### config.mk
export PLATFORM = sky130hd
export DESIGN_NAME = sram_ctrl
export DESIGN_NICKNAME = d
export VERILOG_FILES = /design/src/rtl/sramc_pkg.sv /design/src/rtl/sramc_timer.sv /design/src/rtl/sramc_lanes.sv /design/src/rtl/sram_ctrl.sv
export SDC_FILE = /design/constraint.sdc
export NUM_CORES = 1
export LEC_CHECK = 0
export BUFFER_PORTS_ARGS = -buffer_cell sky130_fd_sc_hd__buf_4
export CAP_MARGIN = 20
export CORE_MARGIN = 10
export CORE_UTILIZATION = 25
export DETAILED_ROUTE_END_ITERATION = 6
export GPL_TIMING_DRIVEN = 0
export SYNTH_ARGS = -nofsm -noshare
export SYNTH_HDL_FRONTEND = slang
export SYNTH_SLANG_ARGS = --single-unit
export TNS_END_PERCENT = 100
### constraint.sdc
create_clock -name clk -period 4.25 [get_ports clk]
set_input_delay 0.6375 -clock clk [delete_from_list [all_inputs] [get_ports clk]]
set_output_delay 0.6375 -clock clk [all_outputs]
set_load 0.01 [all_outputs]
### src/rtl/sramc_pkg.sv
package sramc_pkg;

    typedef enum logic [2:0] {
        ST_INIT,
        ST_IDLE,
        ST_RD_WAIT,
        ST_RD_CAP,
        ST_WR_SETUP,
        ST_WR_PULSE,
        ST_WR_REL,
        ST_TURN
    } sramc_state_e;

    typedef struct packed {
        logic ce_n;
        logic we_n;
        logic oe_n;
    } sramc_strobe_t;

    function automatic int unsigned max4(input int unsigned a, input int unsigned b,
                                         input int unsigned c, input int unsigned d);
        int unsigned m;
        m = a;
        if (b > m) m = b;
        if (c > m) m = c;
        if (d > m) m = d;
        return m;
    endfunction

    function automatic sramc_strobe_t strobes_for(input sramc_state_e s);
        sramc_strobe_t r;
        r = '{ce_n: 1'b1, we_n: 1'b1, oe_n: 1'b1};
        case (s)
            ST_RD_WAIT, ST_RD_CAP: r = '{ce_n: 1'b0, we_n: 1'b1, oe_n: 1'b0};
            ST_WR_SETUP, ST_WR_REL: r = '{ce_n: 1'b0, we_n: 1'b1, oe_n: 1'b1};
            ST_WR_PULSE: r = '{ce_n: 1'b0, we_n: 1'b0, oe_n: 1'b1};
            default: r = '{ce_n: 1'b1, we_n: 1'b1, oe_n: 1'b1};
        endcase
        return r;
    endfunction

    function automatic logic state_selects(input sramc_state_e s);
        return (s == ST_RD_WAIT) || (s == ST_RD_CAP) || (s == ST_WR_SETUP) ||
               (s == ST_WR_PULSE) || (s == ST_WR_REL);
    endfunction

endpackage

### src/rtl/sramc_timer.sv
module sramc_timer #(
    parameter int W        = 8,
    parameter int INIT_VAL = 0
) (
    input  logic         clk,
    input  logic         rst,
    input  logic         load,
    input  logic [W-1:0] load_val,
    output logic [W-1:0] cnt,
    output logic         zero
);
    always_ff @(posedge clk) begin
        if (rst)             cnt <= W'(INIT_VAL);
        else if (load)       cnt <= load_val;
        else if (cnt != '0)  cnt <= cnt - 1'b1;
    end

    assign zero = (cnt == '0);

    AST_TMR_STICKY_ZERO: assert property (@(posedge clk) disable iff (rst)
        (zero && !load) |=> zero);
endmodule

### src/rtl/sramc_lanes.sv
module sramc_lanes #(
    parameter int LANES = 2
) (
    input  logic               clk,
    input  logic               rst,
    input  logic               capture,
    input  logic [LANES-1:0]   lane_en,
    input  logic [LANES*8-1:0] dq_in,
    output logic [LANES*8-1:0] rdata
);
    for (genvar l = 0; l < LANES; l++) begin : g_lane
        always_ff @(posedge clk) begin
            if (rst)          rdata[l*8 +: 8] <= '0;
            else if (capture) rdata[l*8 +: 8] <= lane_en[l] ? dq_in[l*8 +: 8] : 8'h00;
        end

        AST_LANE_MASKED_ZERO: assert property (@(posedge clk) disable iff (rst)
            (capture && !lane_en[l]) |=> (rdata[l*8 +: 8] == 8'h00));
    end
endmodule

### src/rtl/sram_ctrl.sv
module sram_ctrl
    import sramc_pkg::*;
#(
    parameter int ADDR_W         = 18,
    parameter int DATA_W         = 16,
    parameter int RD_WAIT_CYC    = 2,
    parameter int WE_PULSE_CYC   = 3,
    parameter int DATA_SETUP_CYC = 2,
    parameter int TURN_CYC       = 2,
    parameter int PWRUP_CYC      = 200000
) (
    input  logic                  clk,
    input  logic                  rst,
    input  logic                  req_valid,
    output logic                  req_ready,
    input  logic                  req_write,
    input  logic [ADDR_W-1:0]     req_addr,
    input  logic [DATA_W-1:0]     req_wdata,
    input  logic [DATA_W/8-1:0]   req_be,
    output logic                  rsp_valid,
    output logic [DATA_W-1:0]     rsp_rdata,
    output logic [ADDR_W-1:0]     sram_addr,
    output logic                  sram_ce_n,
    output logic                  sram_we_n,
    output logic                  sram_oe_n,
    output logic [DATA_W/8-1:0]   sram_be_n,
    output logic [DATA_W-1:0]     sram_dq_out,
    output logic                  sram_dq_oe,
    input  logic [DATA_W-1:0]     sram_dq_in
);
    localparam int LANES = DATA_W / 8;
    localparam int CNT_W = $clog2(max4(PWRUP_CYC, RD_WAIT_CYC, WE_PULSE_CYC, TURN_CYC) + 1);

    sramc_state_e   state_q, state_d;
    sramc_strobe_t  strb_q;
    logic           tmr_load, tmr_zero, capture, accept, drive_d;
    logic [CNT_W-1:0] tmr_val, tmr_cnt;
    logic [LANES-1:0] mask_q, mask_d;

    sramc_timer #(.W(CNT_W), .INIT_VAL(PWRUP_CYC - 1)) u_timer (
        .clk(clk), .rst(rst), .load(tmr_load), .load_val(tmr_val),
        .cnt(tmr_cnt), .zero(tmr_zero)
    );

    sramc_lanes #(.LANES(LANES)) u_lanes (
        .clk(clk), .rst(rst), .capture(capture), .lane_en(mask_q),
        .dq_in(sram_dq_in), .rdata(rsp_rdata)
    );

    assign accept = (state_q == ST_IDLE) && req_valid;
    assign mask_d = accept ? req_be : mask_q;

    always_comb begin
        state_d  = state_q;
        tmr_load = 1'b0;
        tmr_val  = '0;
        capture  = 1'b0;
        case (state_q)
            ST_INIT:     if (tmr_zero) state_d = ST_IDLE;
            ST_IDLE: begin
                if (accept) begin
                    if (req_write) begin
                        state_d = ST_WR_SETUP;
                    end else begin
                        state_d  = ST_RD_WAIT;
                        tmr_load = 1'b1;
                        tmr_val  = CNT_W'(RD_WAIT_CYC - 1);
                    end
                end
            end
            ST_RD_WAIT:  if (tmr_zero) state_d = ST_RD_CAP;
            ST_RD_CAP: begin
                capture  = 1'b1;
                state_d  = ST_TURN;
                tmr_load = 1'b1;
                tmr_val  = CNT_W'(TURN_CYC - 1);
            end
            ST_TURN:     if (tmr_zero) state_d = ST_IDLE;
            ST_WR_SETUP: begin
                state_d  = ST_WR_PULSE;
                tmr_load = 1'b1;
                tmr_val  = CNT_W'(WE_PULSE_CYC - 1);
            end
            ST_WR_PULSE: if (tmr_zero) state_d = ST_WR_REL;
            ST_WR_REL:   state_d = ST_IDLE;
            default:     state_d = ST_IDLE;
        endcase
    end

    // Next cycle drives data when the pulse continues and lands inside the setup window.
    assign drive_d = (state_q == ST_WR_PULSE) && !tmr_zero &&
                     (tmr_cnt <= CNT_W'(DATA_SETUP_CYC));

    always_ff @(posedge clk) begin
        if (rst) begin
            state_q     <= ST_INIT;
            strb_q      <= '{ce_n: 1'b1, we_n: 1'b1, oe_n: 1'b1};
            mask_q      <= '0;
            sram_be_n   <= '1;
            sram_addr   <= '0;
            sram_dq_out <= '0;
            sram_dq_oe  <= 1'b0;
            req_ready   <= 1'b0;
            rsp_valid   <= 1'b0;
        end else begin
            state_q    <= state_d;
            strb_q     <= strobes_for(state_d);
            mask_q     <= mask_d;
            sram_be_n  <= state_selects(state_d) ? ~mask_d : '1;
            sram_dq_oe <= drive_d;
            req_ready  <= (state_d == ST_IDLE);
            rsp_valid  <= (state_q == ST_RD_CAP) || (state_q == ST_WR_REL);
            if (accept) begin
                sram_addr   <= req_addr;
                sram_dq_out <= req_wdata;
            end
        end
    end

    assign sram_ce_n = strb_q.ce_n;
    assign sram_we_n = strb_q.we_n;
    assign sram_oe_n = strb_q.oe_n;

    AST_QUIET_IN_INIT: assert property (@(posedge clk) disable iff (rst)
        (state_q == ST_INIT) |-> (sram_ce_n && !sram_dq_oe && !req_ready));
    AST_ONE_ACCEPT: assert property (@(posedge clk) disable iff (rst)
        (req_valid && req_ready) |=> !req_ready);
    AST_DONE_PULSE: assert property (@(posedge clk) disable iff (rst)
        rsp_valid |=> !rsp_valid);
    AST_NO_OE_IN_WRITE: assert property (@(posedge clk) disable iff (rst)
        !sram_we_n |-> (sram_oe_n && !sram_ce_n));
    AST_DRIVE_IN_PULSE: assert property (@(posedge clk) disable iff (rst)
        sram_dq_oe |-> (!sram_we_n && sram_oe_n && $past(!sram_we_n)));
    AST_RELEASE_ON_RISE: assert property (@(posedge clk) disable iff (rst)
        $rose(sram_we_n) |-> !sram_dq_oe);
    AST_TURN_GAP: assert property (@(posedge clk) disable iff (rst)
        $past(!sram_oe_n) |-> !sram_dq_oe);
    AST_ADDR_STABLE: assert property (@(posedge clk) disable iff (rst)
        (!sram_ce_n && $past(!sram_ce_n)) |-> ($stable(sram_addr) && $stable(sram_be_n)));
endmodule

==> qor.txt <==
Maximum vdd ir drop = 0.247 mV
RSZ-0062 raised after global routing = false
Share of the synthesized area in the top cell type = 49.7%
Effective utilization at floorplan = 25.7%
CTS root buf = clkbuf_16
Slew Viols, Final = 0
Critical path arrival = 2750 ps
FP Rows = 41
Gate Count Post-Synth = 404
Max_slew headroom = 55.0%
Post-CTS sizing = 0
Drt drc = 0
Setup violations, final = 0
Number of synthesized register bits = 81
Max Freq = 397 MHz
Worst-path clk slew = 60 ps
Routed wire per std cell = 14.3 um
Largest net degree at the start of global routing = 13
Status = finished clean
Clk sinks = 81
Drt pass-1 iters = 4
# fillers = 1364
Initial antenna violation count = 0
I/O Buffers = 112
Leakage = 0.00177 uW
I/O pin count = 114
Crit Path Category = flop to flop
Critical path's slowest cell = nor3b_1
Clk_lat worst skew = 340 ps
Setup TNS = 0 ps
Syn avg cell area = 8.08 sq um
Total number of vias = 3224
Routed vias/inst = 4.58
Startpoint Class = flop
Max clock buf depth = 2
Vias in the first global route = 3376
Prevailing post-synth register cell = dfxtp_1
Total Wirelength = 10100 um
Number of synthesized flops with an enable pin = 0
Gpl congestion = 0.836
Final hold vios = 0
Worst path max stage delay = 510 ps
Post-CTS setup buffer count = 0
Yosys top cell by area = dfxtp_1
Placed wire-length estimate = 7790 um
Synth cell types = 40
Hold Path Class = flop to flop
Yosys warnings = 0
CP endpoint kind = flop
Die footprint = 18000 sq um
Clock buffer count from CTS = 9
Final Net Count = 585
GRT overflow = 0
Hold_buf cts = 0
Tcrit/Tclk final = 59.3%
Top cells by area, synth = dfxtp_1 50%, nand2_1 12%, a21oi_1 9.2%
Number of nets still failing antenna checks after routing = 0
WP data required = 4480 ps
Max Cap Violations = 0
Worst Slack Setup Final = 1730 ps
TritonCTS clock tree = yes
Storage cell area = 1620 sq um
Net count after synthesis = 462
CTS H-Tree Depth = 3
Core outline area = 12700 sq um
Global-route wire length before repair = 16800 um
Multi-input gate area = 1500 sq um
Area grow syn2layout = 41.2%
Worst clock skew = 10.5 ps
Worst slew pin tran = 670 ps
Final min period = 2520 ps
DR iter-0 viols = 142
Mapped Area = 3260 sq um
Layout cells sized above 1 = 25.0%
Seq/Total Area, Yosys = 49.7%
Gr usage total = 11.2%
Power density cells = 346 nW/um^2
ANT cells = 0
Die Width = 134 um
Die Y-Extent = 134 um
Pre-CTS WS = 1760 ps
CP Max Fanout = 10
CP Cell Sequence = inv_1 > ha_1 > nor3b_1 > nand2_1 > clkbuf_1 > nor3_1 > o21ai_0 > a211o_1
Synth async-reset ratio = 0%
-- logic make-up (layout without fill, tap and decap cells) --
kind of cell,Yosys count,after routing,synth area share (%)
and+or+nand+nor,172,172,24.0
DFF,81,81,49.7
muxes,4,4,1.26
xor gates and xnor gates,10,10,2.68
buffers and inverters,35,163,4.25
adders and majority gates,2,2,0.766
AOI/OAI and AO/OA,100,100,17.3
-- synthesized netlist by cell type, drive strengths merged (2+ instances only) --
| master | number |
|---|---|
| a21oi | 60 |
| inv | 8 |
| a211oi | 3 |
| or4 | 4 |
| nand2 | 101 |
| o22ai | 2 |
| a2111o | 2 |
| o211ai | 3 |
| or3 | 5 |
| xnor2 | 6 |
| o2111ai | 3 |
| o21ai | 20 |
| clkbuf | 26 |
| ha | 2 |
| nand2b | 2 |
| xor2 | 4 |
| mux2i | 3 |
| dfxtp | 81 |
| and2 | 3 |
| nand3 | 22 |
| nor3 | 3 |
| nor2b | 5 |
| nor4 | 6 |
| nor2 | 17 |
| a31oi | 3 |
-- layer usage --
layer | global-route usage [%] | up-vias | routed length, um | part of all wire (%)
met4 | 4.23 | 0 | 183 | 1.8
met5 | 0 | - | 0 | 0
met1 | 13.3 | 1469 | 4410 | 44
met2 | 17.1 | 111 | 4550 | 45
li1 | - | 1629 | - | -
met3 | 5.60 | 15 | 945 | 9.4
-- stage by stage --
step	total power (uW)	hold slack (ps)	cell area [sq um]	utilization [%]	std cells
2_1_floorplan	801	457	3260	-	404
3_3_place_gp	847	441	4320	34.0	688
3_5_place_dp	848	450	4320	34.0	688
4_1_cts	1610	459	4610	36.2	704
5_1_grt	1660	473	4610	36.2	704
6_report	1600	454	4610	36.2	704
-- registers in the layout (all words and copies together) (netlist names), 2 cells and up --
| register | count |
|---|---|
| sram_addr | 18 |
| u_timer.cnt | 18 |
| sram_dq_out | 16 |
| u_lanes.rdata | 16 |
| state_q | 3 |
| mask_q | 2 |
| sram_be_n | 2 |
-- cell usage in the layout, fill, tap and decap left out, types with 6 or more instances in the layout --
| cell | count |
|---|---|
| o21ai_0 | 19 |
| nand2_1 | 101 |
| buf_4 | 112 |
| nor2_1 | 16 |
| nand3_1 | 22 |
| inv_1 | 8 |
| a21oi_1 | 60 |
| dfxtp_1 | 81 |
| xnor2_1 | 6 |
| clkbuf_16 | 9 |
| clkbuf_1 | 29 |
-- report_power, final --
part / switching (uW) / total, uW / internal (uW)
Clock: 295 / 765 / 470
Combinational: 27.8 / 66.2 / 38.4
Sequential: 3.59 / 765 / 762
Total: 326 / 1600 / 1270
-- critical path: cells and delay by family (launching register included) --
kind	cells	cell delay, ps
flops	1	340
simple gates	3	950
compound gates	2	480
fa+ha+maj	1	230
buf+inv	2	420
-- final cells by class --
cell class / count / area share (%)
buffer: 27 / 2.36
clock buffer: 13 / 5.43
clock inverter: 3 / 0.868
inverter: 8 / 0.651
multi-input combinational: 288 / 32.6
sequential: 81 / 35.2
tap: 172 / 4.67
timing repair buffer: 112 / 18.2
-- path summary, 6_finish.rpt --
path                             startpoint                              to  slack (ps)  depth (start not counted)
max             u_timer.cnt[0]$_SDFFE_PP1P_            sram_oe_n$_SDFF_PP1_        1730                          8
min reg2reg  u_lanes.rdata[15]$_SDFFE_PP0P_  u_lanes.rdata[15]$_SDFFE_PP0P_         450                          2
max reg2reg     u_timer.cnt[0]$_SDFFE_PP1P_            sram_oe_n$_SDFF_PP1_        1730                          8
min          u_lanes.rdata[15]$_SDFFE_PP0P_  u_lanes.rdata[15]$_SDFFE_PP0P_         450                          2
Power figures use the tool's default switching activity.
